==> src/rtl/pbc_pkg.sv <==
package pbc_pkg;

  typedef enum logic [2:0] {
    MODE_ACT_LOW  = 3'd0,
    MODE_ACT_HIGH = 3'd1,
    MODE_RISE     = 3'd2,
    MODE_FALL     = 3'd3,
    MODE_ANY_EDGE = 3'd4
  } btn_mode_e;

  // Code 3 of every 2-bit timing selector means "none" or "disabled".
  localparam logic [1:0] SEL_OFF = 2'd3;

  function automatic int max3(input int a, input int b, input int c);
    int m;
    m = (a > b) ? a : b;
    return (m > c) ? m : c;
  endfunction

endpackage

==> src/rtl/pbc_debounce.sv <==
module pbc_debounce
  import pbc_pkg::*;
#(
  parameter int SYNC_STAGES = 2,
  parameter int T0 = 50,
  parameter int T1 = 100,
  parameter int T2 = 500
) (
  input  logic       clk,
  input  logic       rst_n,
  input  logic       tick,
  input  logic       raw,
  input  logic [1:0] sel,
  output logic       level
);
  localparam int TMAX = max3(T0, T1, T2);
  localparam int CW   = $clog2(TMAX + 1);
  localparam int CW1  = CW + 1;

  logic [SYNC_STAGES-1:0] chain;
  logic                   sampled;
  logic [CW-1:0]          cnt;
  logic [CW-1:0]          lim;

  for (genvar g = 0; g < SYNC_STAGES; g++) begin : g_sync
    if (g == 0) begin : g_first
      always_ff @(posedge clk or negedge rst_n)
        if (!rst_n) chain[0] <= 1'b0;
        else        chain[0] <= raw;
    end else begin : g_next
      always_ff @(posedge clk or negedge rst_n)
        if (!rst_n) chain[g] <= 1'b0;
        else        chain[g] <= chain[g-1];
    end
  end

  assign sampled = chain[SYNC_STAGES-1];

  always_comb begin
    case (sel)
      2'd0:    lim = CW'(T0);
      2'd1:    lim = CW'(T1);
      2'd2:    lim = CW'(T2);
      default: lim = '0;
    endcase
  end

  always_ff @(posedge clk or negedge rst_n) begin
    if (!rst_n) begin
      level <= 1'b0;
      cnt   <= '0;
    end else if (sampled == level) begin
      cnt <= '0;
    end else if (sel == SEL_OFF) begin
      level <= sampled;
      cnt   <= '0;
    end else if (tick) begin
      if (CW1'(cnt) + 1'b1 >= CW1'(lim)) begin
        level <= sampled;
        cnt   <= '0;
      end else begin
        cnt <= cnt + 1'b1;
      end
    end
  end

  // with filtering on, the debounced level moves only on a tick cycle
  a_r1_change_on_tick : assert property (@(posedge clk) disable iff (!rst_n)
    ((level != $past(level)) && ($past(sel) != SEL_OFF)) |-> $past(tick));

  // the filtered level only ever takes the synchronized value
  a_r1_takes_sampled : assert property (@(posedge clk) disable iff (!rst_n)
    (level != $past(level)) |-> (level == $past(sampled)));

endmodule

==> src/rtl/pbc_event.sv <==
module pbc_event
  import pbc_pkg::*;
(
  input  logic       clk,
  input  logic       rst_n,
  input  logic [2:0] mode,
  input  logic       level,
  input  logic       clr,
  output logic       pressed,
  output logic       irq_flag
);
  logic prev;
  logic rise, fall, ev;

  assign rise = level & ~prev;
  assign fall = ~level & prev;

  always_comb begin
    case (mode)
      MODE_ACT_LOW:  pressed = ~level;
      MODE_ACT_HIGH: pressed = level;
      MODE_RISE:     pressed = level;
      MODE_FALL:     pressed = ~level;
      MODE_ANY_EDGE: pressed = level;
      default:       pressed = 1'b0;
    endcase
  end

  always_comb begin
    case (mode)
      MODE_ACT_LOW:  ev = ~level;
      MODE_ACT_HIGH: ev = level;
      MODE_RISE:     ev = rise;
      MODE_FALL:     ev = fall;
      MODE_ANY_EDGE: ev = rise | fall;
      default:       ev = 1'b0;
    endcase
  end

  always_ff @(posedge clk or negedge rst_n) begin
    if (!rst_n) begin
      prev     <= 1'b0;
      irq_flag <= 1'b0;
    end else begin
      prev <= level;
      if (ev)       irq_flag <= 1'b1;
      else if (clr) irq_flag <= 1'b0;
    end
  end

  // the flag drops only after a clear request
  a_r5_clear_only_on_request : assert property (@(posedge clk) disable iff (!rst_n)
    $fell(irq_flag) |-> $past(clr));

  // in edge modes the flag rises only after a debounced transition
  a_r4_edge_needs_change : assert property (@(posedge clk) disable iff (!rst_n)
    ($rose(irq_flag) && ($past(mode) inside {3'd2, 3'd3, 3'd4}))
      |-> ($past(level) != $past(prev)));

endmodule

==> src/rtl/pbc_power.sv <==
module pbc_power
  import pbc_pkg::*;
#(
  parameter int LP0 = 5000,
  parameter int LP1 = 10000,
  parameter int LP2 = 15000,
  parameter int ON0 = 500,
  parameter int ON1 = 50,
  parameter int ON2 = 100
) (
  input  logic       clk,
  input  logic       rst_n,
  input  logic       tick,
  input  logic       pressed,
  input  logic [1:0] lp_sel,
  input  logic [1:0] on_sel,
  input  logic       cmd_off,
  input  logic       clr_eo,
  input  logic       clr_spo,
  output logic       pwr_on,
  output logic       eo,
  output logic       spo
);
  localparam int LW = $clog2(max3(LP0, LP1, LP2) + 1);
  localparam int OW = $clog2(max3(ON0, ON1, ON2) + 1);

  logic [LW-1:0] lp_cnt, lp_lim;
  logic [OW-1:0] on_cnt, on_lim;
  logic          armed;
  logic          lp_hit, on_hit, go_off;

  always_comb begin
    case (lp_sel)
      2'd0:    lp_lim = LW'(LP0);
      2'd1:    lp_lim = LW'(LP1);
      2'd2:    lp_lim = LW'(LP2);
      default: lp_lim = '0;
    endcase
    case (on_sel)
      2'd0:    on_lim = OW'(ON0);
      2'd1:    on_lim = OW'(ON1);
      2'd2:    on_lim = OW'(ON2);
      default: on_lim = '0;
    endcase
  end

  // Long-press timer: saturates at its limit so it fires once per press.
  assign lp_hit = pressed && tick && (lp_sel != SEL_OFF) &&
                  (lp_cnt == lp_lim - 1'b1);

  always_ff @(posedge clk or negedge rst_n) begin
    if (!rst_n)                        lp_cnt <= '0;
    else if (!pressed)                 lp_cnt <= '0;
    else if (tick && lp_cnt < lp_lim)  lp_cnt <= lp_cnt + 1'b1;
  end

  // On-time timer: runs only while off, after a release has been seen.
  assign on_hit = !pwr_on && armed && pressed &&
                  ((on_sel == SEL_OFF) || (tick && on_cnt == on_lim - 1'b1));

  always_ff @(posedge clk or negedge rst_n) begin
    if (!rst_n) begin
      armed  <= 1'b0;
      on_cnt <= '0;
    end else begin
      if (pwr_on)        armed <= 1'b0;
      else if (!pressed) armed <= 1'b1;

      if (pwr_on || !armed || !pressed)  on_cnt <= '0;
      else if (tick && on_cnt < on_lim)  on_cnt <= on_cnt + 1'b1;
    end
  end

  assign go_off = lp_hit | cmd_off;

  always_ff @(posedge clk or negedge rst_n) begin
    if (!rst_n) begin
      pwr_on <= 1'b1;
      eo     <= 1'b0;
      spo    <= 1'b0;
    end else begin
      if (go_off)      pwr_on <= 1'b0;
      else if (on_hit) pwr_on <= 1'b1;

      if (lp_hit)      eo <= 1'b1;
      else if (clr_eo) eo <= 1'b0;

      if (cmd_off)      spo <= 1'b1;
      else if (clr_spo) spo <= 1'b0;
    end
  end

  // emergency-off needs a held press with the feature enabled
  a_r7_eo_needs_hold : assert property (@(posedge clk) disable iff (!rst_n)
    $rose(eo) |-> ($past(pressed) && ($past(lp_sel) != SEL_OFF)));

  // the software-off flag rises only on the command
  a_r9_spo_on_cmd : assert property (@(posedge clk) disable iff (!rst_n)
    $rose(spo) |-> $past(cmd_off));

  // power returns only on an armed press
  a_r8_on_needs_armed_press : assert property (@(posedge clk) disable iff (!rst_n)
    $rose(pwr_on) |-> ($past(pressed) && $past(armed)));

  // power drops only on a command or during a press
  a_r7_off_has_cause : assert property (@(posedge clk) disable iff (!rst_n)
    $fell(pwr_on) |-> ($past(cmd_off) || $past(pressed)));

endmodule

==> src/rtl/pbc_power_button.sv <==
module pbc_power_button
  import pbc_pkg::*;
#(
  parameter int SYNC_STAGES = 2,
  parameter int DB_T0 = 50,
  parameter int DB_T1 = 100,
  parameter int DB_T2 = 500,
  parameter int LP_T0 = 5000,
  parameter int LP_T1 = 10000,
  parameter int LP_T2 = 15000,
  parameter int ON_T0 = 500,
  parameter int ON_T1 = 50,
  parameter int ON_T2 = 100
) (
  input  logic       clk,
  input  logic       rst_n,
  input  logic       ms_tick,
  input  logic       btn_raw,
  input  logic [2:0] cfg_mode,
  input  logic [1:0] cfg_debounce,
  input  logic [1:0] cfg_long_press,
  input  logic [1:0] cfg_on_time,
  input  logic       cfg_irq_mask,
  input  logic       cfg_req_enable,
  input  logic       cfg_req_force,
  input  logic       cmd_power_off,
  input  logic       clr_btn_irq,
  input  logic       clr_emerg,
  input  logic       clr_sw_off,
  output logic       sts_btn_level,
  output logic       sts_btn_irq,
  output logic       btn_irq,
  output logic       sts_emerg_off,
  output logic       sts_sw_off,
  output logic       pmic_on_req
);
  logic db_level;
  logic pressed;
  logic pwr_on;

  pbc_debounce #(
    .SYNC_STAGES(SYNC_STAGES), .T0(DB_T0), .T1(DB_T1), .T2(DB_T2)
  ) u_filter (
    .clk(clk), .rst_n(rst_n), .tick(ms_tick), .raw(btn_raw),
    .sel(cfg_debounce), .level(db_level)
  );

  pbc_event u_event (
    .clk(clk), .rst_n(rst_n), .mode(cfg_mode), .level(db_level),
    .clr(clr_btn_irq), .pressed(pressed), .irq_flag(sts_btn_irq)
  );

  pbc_power #(
    .LP0(LP_T0), .LP1(LP_T1), .LP2(LP_T2),
    .ON0(ON_T0), .ON1(ON_T1), .ON2(ON_T2)
  ) u_power (
    .clk(clk), .rst_n(rst_n), .tick(ms_tick), .pressed(pressed),
    .lp_sel(cfg_long_press), .on_sel(cfg_on_time), .cmd_off(cmd_power_off),
    .clr_eo(clr_emerg), .clr_spo(clr_sw_off),
    .pwr_on(pwr_on), .eo(sts_emerg_off), .spo(sts_sw_off)
  );

  assign sts_btn_level = pressed;
  assign btn_irq       = sts_btn_irq & ~cfg_irq_mask;
  assign pmic_on_req   = cfg_req_force | (cfg_req_enable & pwr_on);

  // without the force bit, a request needs the enable bit
  a_r10_request_gated : assert property (@(posedge clk) disable iff (!rst_n)
    (pmic_on_req && !cfg_req_force) |-> cfg_req_enable);

endmodule

==> config.mk <==
export PLATFORM = sky130hd
export DESIGN_NAME = pbc_power_button
export DESIGN_NICKNAME = d
export VERILOG_FILES = /design/src/rtl/pbc_pkg.sv /design/src/rtl/pbc_debounce.sv /design/src/rtl/pbc_event.sv /design/src/rtl/pbc_power.sv /design/src/rtl/pbc_power_button.sv
export SDC_FILE = /design/constraint.sdc
export NUM_CORES = 1
export LEC_CHECK = 0
export CORE_ASPECT_RATIO = 1.75
export CORE_MARGIN = 3
export CORE_UTILIZATION = 40
export DETAILED_ROUTE_END_ITERATION = 8
export GPL_TIMING_DRIVEN = 0
export HOLD_SLACK_MARGIN = 0.08
export PLACE_DENSITY_LB_ADDON = 0.15
export SETUP_SLACK_MARGIN = 0.1
export SYNTH_ARGS = -nofsm -noshare
export SYNTH_HDL_FRONTEND = slang
export SYNTH_SLANG_ARGS = --single-unit
export TNS_END_PERCENT = 100
==> constraint.sdc <==
create_clock -name clk -period 3.9 [get_ports clk]
set_clock_uncertainty 0.2 [all_clocks]
set_input_delay 0.78 -clock clk [delete_from_list [all_inputs] [get_ports clk]]
set_output_delay 0.78 -clock clk [all_outputs]
set_load 0.1 [all_outputs]
==> results by group <==
Outcome
  – Status: finished clean

Floorplan
  – Die Ht: 124 um
  – # IOs: 26
  – Initial Utilization: 0.417
  – Row Count: 42
  – Die W: 73.6 um
  – Core Area: 7670 um2
  – Die area: 9160 um2

STA
  – Fin crit period: 3.62 ns
  – Final Cycle Share: 0.929
  – Worst Tran Pin Value: 0.974 ns
  – Hold Slack: 0.129 ns
  – Total negative slack: 0 ns
  – Final Slew Violations: 0
  – Fin. Hold Viols: 0
  – Final Setup Violations: 0
  – Relative slew margins: 0.348
  – Peak Freq: 276 MHz
  – RSZ-0062 raised after global routing: no

Power and ir drop
  – Clock power share: 0.420
  – Net Sw Power: 0.380 mW
  – Comb pwr share: 0.218
  – Seq pwr share: 0.362
  – Sw frac: 0.294
  – Leakage: 1.67 nW
  – Pint: 0.911 mW
  – PD cells: 343 nW/um2
  – Max VDD drop: 0.279 mV
  – Tot Pwr: 1.29 mW

Worst setup path
  – Worst Path Arrival: 2.64 ns
  – Reg2reg path depth: 11
  – WP data required: 2.92 ns
  – Crit path from: cfg_mode[0]
  – Reg2reg start: u_filter.cnt[0]
  – Startpoint Class: input port
  – Setup crit end kind: primary output
  – CP Max Fanout: 10
  – Setup slack, reg-to-reg: 0.50 ns
  – R2r endpoint: u_filter.cnt[3]
  – Critical Setup Path Class: input port to primary output

Finish
  – Antenna diodes: 0
  – Non-Filler Instances: 467
  – Share of layout cells above drive strength 1: 0.0633
  – Final Core Density: 0.491
  – Layout area overhead: 17.6%
  – Net count, final: 444

Global routing
  – Gr usage total: 0.178
  – Global-route wire length before repair: 13.2 mm
  – Antenna violations before repair: 0
  – Pin count of the biggest net entering global routing: 37
  – Grt total ovfl: 0
  – Vias in the first global route: 2864

Logic synthesis
  – Most numerous cell in the Yosys netlist: ha_1
  – Top FF cell, synth: dfrtp_1
  – Compound-Gate Fraction of Synth Area: 0.175
  – Netlist cell types: 50
  – Number of synthesized flops with an enable pin: 0
  – Syn Area/Cell: 9.26 um2
  – Synthesis Warnings: 0
  – Mux cell area share after synthesis: 0.0254
  – Synth async-reset ratio: 1.00
  – Simple-gate share of the synthesized area: 0.200
  – Top cell type's share of synthesized area: 0.313
  – Mapped Cells: 346
  – Main combinational cell family by area after synthesis: simple AND/OR/NAND/NOR gates
  – Post-synthesis sequential area ratio: 0.321
  – Synth area leader: dfrtp_1
  – Synth top cells by count: ha_1, dfrtp_1, inv_1
  – Mapped cell area: 3200 um2
  – Synth Net Count: 412
  – Synth Area in Adders: 0.180
  – Post-Synth XOR/XNOR Area: 0.0535
  – Largest cells by area after synthesis: dfrtp_1, ha_1, o31ai_1
  – FF+latch count, synth: 41

Routing
  – Starting DRC count in detailed routing: 82
  – DRC: 0
  – Routed wire length per instance: 15.8 um
  – DR vias: 2695
  – Via/cell ratio: 5.77
  – Final wirelength: 7.40 mm
  – Post-route ant nets: 0
  – Drt first pass iters: 5

Placement
  – GPL Wtd Cong: 0.783
  – DP HPWL: 5.74 mm
  – Placed insts: 459
  – PortBufs: 24

Worst hold path
  – Hold Crit Class: input port to asynchronous set/reset pin

CTS
  – CTS tree: done
  – CTS Sinks: 41
  – Worst-path clk slew: 0.06 ns
  – CTS HTree Levels: 2
  – Clk_lat worst skew: 0.28 ns
  – CTS Root Cell: clkbuf_16
  – Setup Fix Bufs, Post-CTS: 0
  – Num CTS Buffers: 5
  – Clock Path Buffers: 2

Flow run
  – Max-Cap Viols: 0
## logic make-up after synthesis
logic type,after synthesis
AO/OA/AOI/OAI,80
XOR/XNOR,18
adder cells (fa/ha/maj),46
buffers and inverters,37
flip-flops,41
multiplexers,8
AND/OR/NAND/NOR,116
## worst max-delay path, stage by stage
cell             delay (ns)
clkdlybuf4s50_1        0.59
xnor3_1                0.34
mux2i_1                0.23
clkbuf_2               0.28
inv_1                  0.11
buf_2                  0.31
## what timing repair did
action	4_1_cts	5_1_grt
hold buffers	0	0
endpoints found under the setup margin	10	9
resized for setup	7	6
cloned	0	0
## layout by cell type, fill, tap and decap left out, types with 5 or more instances in the layout
cell type        synthesis  routed
a22o_1                   5       5
o21ai_0                  6       6
or3_1                    5       5
ha_1                    46      46
a21oi_1                 23      23
xnor2_1                 11      11
mux2i_1                  7       7
nand3_1                 18      18
dfrtp_1                 40      40
nor3_1                   6       6
nand2_1                 24      24
clkbuf_16                0       5
or4_1                   16      16
nor2_1                  16      16
inv_1                   27      27
clkbuf_1                 9       6
and3_1                   5       5
a21o_1                   5       5
o31ai_1                 17      15
clkdlybuf4s50_1          0      21
xor2_1                   6       6
## through the flow
stage	area, um2	setup WS (ns)
finish	3770	0.278
global route	3770	0.121
CTS	3750	0.218
detailed placement	3570	-0.640
global placement	3550	-0.579
floorplan	3200	0.590
## cell type report
class / count / area, um2
repair buffers: 25 / 249
plain buffers: 10 / 48.8
clock inverters: 3 / 65.1
multi-input cells: 268 / 2040
fillers: 754 / 3910
flip-flops and latches: 41 / 1030
inverters: 27 / 101
well taps: 88 / 110
clock buffers: 5 / 125
## power groups by stage
stage / logic [mW] / clock network [mW] / registers, mW
final: 0.282 / 0.542 / 0.467
after global routing: 0.317 / 0.564 / 0.472
after CTS: 0.288 / 0.550 / 0.468
after detailed placement: 0.289 / 0 / 0.476
after global placement: 0.281 / 0 / 0.475
after floorplan: 0.174 / 0 / 0.493
## worst max path at each step
stage	to	slack, ns	depth (start not counted)
2_1_floorplan	btn_irq	0.59	2
3_3_place_gp	sts_btn_level	-0.58	6
3_5_place_dp	sts_btn_level	-0.64	6
4_1_cts	sts_btn_level	0.22	6
5_1_grt	u_power.lp_cnt[11]	0.12	12
6_report	sts_btn_level	0.28	6
## routing by layer
layer	routed length, um	vias to the layer above	share of wire	global-route usage
li1	-	1337	-	-
met1	2820	1310	0.38	0.194
met2	4190	32	0.57	0.324
met3	145	16	0.020	0.0275
met4	241	0	0.033	0.0779
met5	0	-	0	0
## state kept, by name, indices dropped and copies added (netlist names)
register and flops:
u_event.irq_flag 1, u_event.prev 1, u_filter.chain 1, u_filter.cnt 9, u_filter.level 1, u_filter.sampled 1, u_power.armed 1, u_power.eo 1
u_power.lp_cnt 14, u_power.on_cnt 9, u_power.pwr_on 1, u_power.spo 1
No activity file was read; power rests on OpenSTA's default activity.
